[src/rtl/iwc_pkg.sv]
package iwc_pkg;
  typedef enum logic [1:0] {
    HINT_NONE = 2'b00,
    HINT_LOW  = 2'b01,
    HINT_FULL = 2'b10,
    HINT_RSVD = 2'b11
  } hint_e;

  // reserved code behaves as "no hint"
  function automatic hint_e hint_decode(input logic [1:0] raw);
    hint_e h;
    h = hint_e'(raw);
    if (h == HINT_RSVD) h = HINT_NONE;
    return h;
  endfunction
endpackage

[src/rtl/iwc_window_mon.sv]
module iwc_window_mon #(
  parameter int unsigned WIN_CYCLES = 256,
  parameter int unsigned RET_W      = 4,
  parameter int unsigned ACC_W      = 12
) (
  input  logic             clk_i,
  input  logic             rst_ni,
  input  logic [RET_W-1:0] retire_cnt_i,
  input  logic [ACC_W-1:0] thresh_i,
  output logic             win_end_o,
  output logic             win_low_o
);
  localparam int unsigned WIN_W = $clog2(WIN_CYCLES);

  logic [WIN_W-1:0] win_q;
  logic [ACC_W-1:0] acc_q;
  logic [ACC_W-1:0] sum;

  assign win_end_o = (win_q == WIN_W'(WIN_CYCLES - 1));
  assign sum       = acc_q + ACC_W'(retire_cnt_i);
  assign win_low_o = (sum < thresh_i);

  always_ff @(posedge clk_i or negedge rst_ni) begin
    if (!rst_ni) begin
      win_q <= '0;
      acc_q <= '0;
    end else if (win_end_o) begin
      win_q <= '0;
      acc_q <= '0;
    end else begin
      win_q <= win_q + 1'b1;
      acc_q <= sum;
    end
  end
endmodule

[src/rtl/iwc_mode_fsm.sv]
module iwc_mode_fsm
  import iwc_pkg::*;
(
  input  logic       clk_i,
  input  logic       rst_ni,
  input  logic       blk_start_i,
  input  logic [1:0] blk_hint_i,
  input  logic       win_end_i,
  input  logic       win_low_i,
  output logic       low_d_o,
  output logic       low_q_o
);
  hint_e cur_q, eff;

  assign eff = blk_start_i ? hint_decode(blk_hint_i) : cur_q;

  always_comb begin
    low_d_o = low_q_o;
    unique case (eff)
      HINT_LOW:  low_d_o = 1'b1;
      HINT_FULL: low_d_o = 1'b0;
      default:   if (win_end_i) low_d_o = win_low_i;
    endcase
  end

  always_ff @(posedge clk_i or negedge rst_ni) begin
    if (!rst_ni) begin
      cur_q   <= HINT_NONE;
      low_q_o <= 1'b0;
    end else begin
      cur_q   <= eff;
      low_q_o <= low_d_o;
    end
  end
endmodule

[src/rtl/iwc_clus_gate.sv]
module iwc_clus_gate (
  input  logic clk_i,
  input  logic rst_ni,
  input  logic low_d_i,
  input  logic busy_i,
  output logic clus_en_o
);
  // once dropped in low mode it stays off until full width returns
  always_ff @(posedge clk_i or negedge rst_ni) begin
    if (!rst_ni) clus_en_o <= 1'b1;
    else         clus_en_o <= !low_d_i || (clus_en_o && busy_i);
  end
endmodule

[src/rtl/issue_width_ctrl.sv]
module issue_width_ctrl #(
  parameter int unsigned WIN_CYCLES  = 256,
  parameter int unsigned MAX_RETIRE  = 8,
  parameter int unsigned FULL_WIDTH  = 8,
  parameter int unsigned LOW_WIDTH   = 4,
  localparam int unsigned RET_W = $clog2(MAX_RETIRE + 1),
  localparam int unsigned ACC_W = $clog2(WIN_CYCLES * MAX_RETIRE + 1),
  localparam int unsigned WID_W = $clog2(FULL_WIDTH + 1)
) (
  input  logic             clk_i,
  input  logic             rst_ni,
  input  logic [RET_W-1:0] retire_cnt_i,
  input  logic             blk_start_i,
  input  logic [1:0]       blk_hint_i,
  input  logic [ACC_W-1:0] thresh_i,
  input  logic             clus_busy_i,
  output logic [WID_W-1:0] issue_width_o,
  output logic             clus_en_o
);
  logic win_end, win_low, low_d, low_q;

  iwc_window_mon #(.WIN_CYCLES(WIN_CYCLES), .RET_W(RET_W), .ACC_W(ACC_W)) u_win (
    .clk_i, .rst_ni, .retire_cnt_i, .thresh_i,
    .win_end_o(win_end), .win_low_o(win_low)
  );

  iwc_mode_fsm u_mode (
    .clk_i, .rst_ni, .blk_start_i, .blk_hint_i,
    .win_end_i(win_end), .win_low_i(win_low),
    .low_d_o(low_d), .low_q_o(low_q)
  );

  iwc_clus_gate u_gate (
    .clk_i, .rst_ni, .low_d_i(low_d), .busy_i(clus_busy_i), .clus_en_o
  );

  assign issue_width_o = low_q ? WID_W'(LOW_WIDTH) : WID_W'(FULL_WIDTH);
endmodule

[config.mk]
export PLATFORM = sky130hd
export DESIGN_NAME = issue_width_ctrl
export DESIGN_NICKNAME = d
export VERILOG_FILES = /design/src/rtl/iwc_pkg.sv /design/src/rtl/iwc_window_mon.sv /design/src/rtl/iwc_mode_fsm.sv /design/src/rtl/iwc_clus_gate.sv /design/src/rtl/issue_width_ctrl.sv
export SDC_FILE = /design/constraint.sdc
export NUM_CORES = 1
export LEC_CHECK = 0
export BUFFER_PORTS_ARGS = -buffer_cell sky130_fd_sc_hd__buf_2
export CAP_MARGIN = 20
export CORE_UTILIZATION = 30
export CTS_CLUSTER_SIZE = 12
export DETAILED_ROUTE_END_ITERATION = 6
export PLACE_DENSITY_LB_ADDON = 0.2
export SETUP_SLACK_MARGIN = 0.1
export SKIP_LAST_GASP = 1
export SLEW_MARGIN = 10
export SYNTH_ARGS = -nofsm -noshare
export SYNTH_HDL_FRONTEND = slang
export SYNTH_SLANG_ARGS = --single-unit
[constraint.sdc]
create_clock -name clk_i -period 2.65 [get_ports clk_i]
set_input_delay 0.3975 -clock clk_i [delete_from_list [all_inputs] [get_ports clk_i]]
set_output_delay 0.3975 -clock clk_i [all_outputs]
set_load 0.01 [all_outputs]
==> qor.yml <==
pwr:
  switchingPower_mw: 0.6598
  pwr-share-comb_pct: 50.8
  seqPwrFrac_pct: 30.5
  powerDensity_nw_per_um2: 865.5
  p_sw_share_pct: 37.15
  internal_power_mw: 1.116
  cellLeakagePower_nw: 1.013
  irDropWorstVdd_v: 0.0003096
  p_clk_share_pct: 18.7
timing:
  finalMaxSlewViolations: 0
  hold_viol: 0
  slew_headroom_pct: 61.46
  timing.final.crit_share_pct: 100.5
  finalCriticalPeriod_ns: 2.664
  max_slew.worst_pin.slew_ns: 0.5781
  fin_ws_ns: -0.01441
  finalSetupViolCount: 2
  fmax_mhz: 375.3
  rsz0062_at_grt: "yes"
  finClkSkew_ns: 0.004574
global_route:
  grt_use_total_pct: 13.46
  grt_max_degree: 25
  gr-total-overflow: 0
  grt_pass1_vias: 1177
  antenna_found_initial: 0
  grt_pass1_wl_mm: 5.395
worst_setup_path:
  cp_slowest_stage_delay_ns: 0.41
  crit_required_ns: 2.85
  critPathKind: "flip-flop to flip-flop"
  cp_slowest_cell: "dfrtp_1"
  crit_path_frequent_cell: "ha_4"
  worstSetupEndpointType: "flip-flop"
  crit_arrival_ns: 2.87
  crit_chain: "ha_4, buf_4, a211o_1, a21oi_2, buf_6, or4_4, nand2_1, ha_4, nand4_1, nor4_4, a21oi_1, a2bb2oi_1"
  worstPathMaxFanout: 8
  critPathLaunchType: "flip-flop"
min_path:
  min_path_type: "input port to asynchronous set/reset pin"
place:
  place_area_um2: 1868
  dp_slack_ns: -0.1535
  place_hpwl_mm: 2.420
  place_congestion: 0.7125
  io_buffers: 24
clock_network:
  htree_levels: 1
  ctsLongestPathBuffers: 2
  clkTransAtPathRegs_ns: 0.09
  cts.sinks: 24
  cts_buffers: 3
  cts_root_buf: "clkbuf_8"
  cts_tree: "yes"
  insertion_delay_ns: 0.27
synth:
  async_reset_ff_share_pct: 100.0
  synth_top_family_by_area: "simple AND/OR/NAND/NOR gates"
  syn_area_um2: 1559
  ys.flop_type: "dfrtp_1"
  synthMuxAreaShare_pct: 0.6421
  ys_ff_latch: 24
  synth_edf_count: 0
  synth_cells: 164
  synth_compound_gate_area_share_pct: 16.77
  synth_fa_ha_area_share_pct: 14.93
  synth_area_per_cell_um2: 9.506
  synth-simple-area-share_pct: 18.46
  seq_area_frac_synth_pct: 38.60
  yosys_warnings: 0
  yosys.area_share.xor_xnor_pct: 4.494
  yosysUniqueCellTypes: 40
cells_and_area:
  stdcell_area_um2: 2052
  antenna_cells: 0
  layout-drive-gt1-share_pct: 32.54
  final_cell_mix: "buf_2 (24), dfrtp_1 (23), buf_4 (18)"
  final_common_cell: "buf_2"
  final_nets: 250
  syn2layout_area_growth_pct: 31.62
floorplanning:
  core-area_um2: 4848
  rows: 25
  io_pins: 27
  dieHeight_um: 74.09
  start_util_pct: 32.15
  die-area_um2: 5489
  die_x_um: 74.09
job:
  cap_violations: 0
drt:
  routedWlPerCell_um: 11.97
  first_pass_iters: 4
  drc: 0
  vias: 1250
  drtIter0Drc: 10
  route.final.wire_length_mm: 3.305
  viasPerCell: 4.529
  detail-route-antenna-nets: 0
run_status:
  violations: "negative setup slack"
  outcome: "finished, violations left"
[area by class of cell]
cell class	count	area, um^2
timing repair buffer	44	277.8
fill	479	2796
multi-input combinational	120	953.4
tap	67	83.83
sequential	24	601.8
clock buffer	3	41.29
clock inverter	1	30.03
inverter	17	63.81
[cell usage after synthesis, types with 2 or more instances]
cell       n  area (um^2)
a211oi_1   2        15.01
a21o_1     3        22.52
a21oi_1   11        55.05
a21oi_2    4        35.03
a22o_1     2        17.52
and2_1     7        43.79
buf_4      3        22.52
dfrtp_1   23        575.6
ha_1      17        212.7
inv_1     17        63.81
nand2_1   16        60.06
nand3_1    4        20.02
nand4_1    2        12.51
nor2_1    10        37.54
o21ai_0    7        35.03
o31ai_1    3        22.52
or3_1      3        18.77
or4_4      2        22.52
xnor2_1    4        35.03
xor2_1     4        35.03
[stage by stage]
| step | setup TNS (ns) | util (%) | instances | power [mW] | hold slack, ns |
|---|---|---|---|---|---|
| detailed placement | -0.2881 | 38.53 | 267 | 1.339 | 0.4342 |
| global route | -0.4082 | 42.32 | 276 | 1.948 | 0.1724 |
| finish | -0.02558 | 42.32 | 276 | 1.776 | 0.1084 |
| CTS | -0.01810 | 41.81 | 276 | 1.752 | 0.1317 |
| global placement | -0.2580 | 38.53 | 267 | 1.333 | 0.4372 |
| floorplan | 0 | - | 165 | 1.073 | 0.1019 |
[registers in the layout, indices dropped and copies added, names as in the netlist]
signal and cells:
u_win.acc_q 12, u_win.win_q 8, u_mode.cur_q 2, u_gate.clus_en_o 1, u_mode.low_q_o 1
[worst max-delay path, delay by kind of cell (launching register included)]
family | cells | cell delay [ns]
simple gates | 4 | 0.73
compound gates | 4 | 0.71
fa+ha+maj | 2 | 0.48
flops | 1 | 0.41
buf+inv | 2 | 0.26
[routing by layer]
metal	global-route usage, %	vias up	part of all wire [%]
li1	-	659	-
met2	22.42	18	46
met4	5.128	0	0.67
met5	0	-	0
met3	2.033	2	3.2
met1	17.58	571	50
[path summary, 6_finish.rpt]
| check | depth (start not counted) | end | startpoint | slack [ns] |
|---|---|---|---|---|
| worst min register to register | 2 | u_mode.cur_q[1] | u_mode.cur_q[1] | 0.49 |
| min in group clk_i | 2 | u_mode.cur_q[0] | blk_hint_i[0] | 0.39 |
| worst min-delay path | 1 | u_win.acc_q[2] | rst_ni | 0.11 |
| worst max register to register | 12 | u_gate.clus_en_o | u_win.acc_q[0] | -0.01 |
| max in group asynchronous | 1 | u_gate.clus_en_o | rst_ni | 2.15 |
| worst max-delay path | 12 | u_gate.clus_en_o | u_win.acc_q[0] | -0.01 |
[power by group through the flow]
stage	Combinational [mW]	Sequential, mW	Clock, mW
5_1_grt	1.04	0.555	0.353
2_1_floorplan	0.539	0.533	0
3_3_place_gp	0.786	0.547	0
6_report	0.902	0.542	0.331
4_1_cts	0.871	0.543	0.338
3_5_place_dp	0.791	0.549	0
[logic make-up (layout without fill, tap and decap cells)]
logic type | after synthesis | after routing
AND/OR/NAND/NOR | 52 | 52
AO/OA/AOI/OAI | 39 | 39
flip-flops | 24 | 24
buffers and inverters | 21 | 65
adder cells (fa/ha/maj) | 18 | 18
XOR/XNOR | 8 | 8
other | 1 | 2
multiplexers | 1 | 1
[what timing repair did]
item / in CTS / in global routing
setup endpoints to repair: 2 / 2
hold buffers: 0 / 0
pin swaps: 8 / 8
resized for setup: 7 / 6
buffers inserted: 5 / 0
No activity file was read; power rests on OpenSTA's default activity.
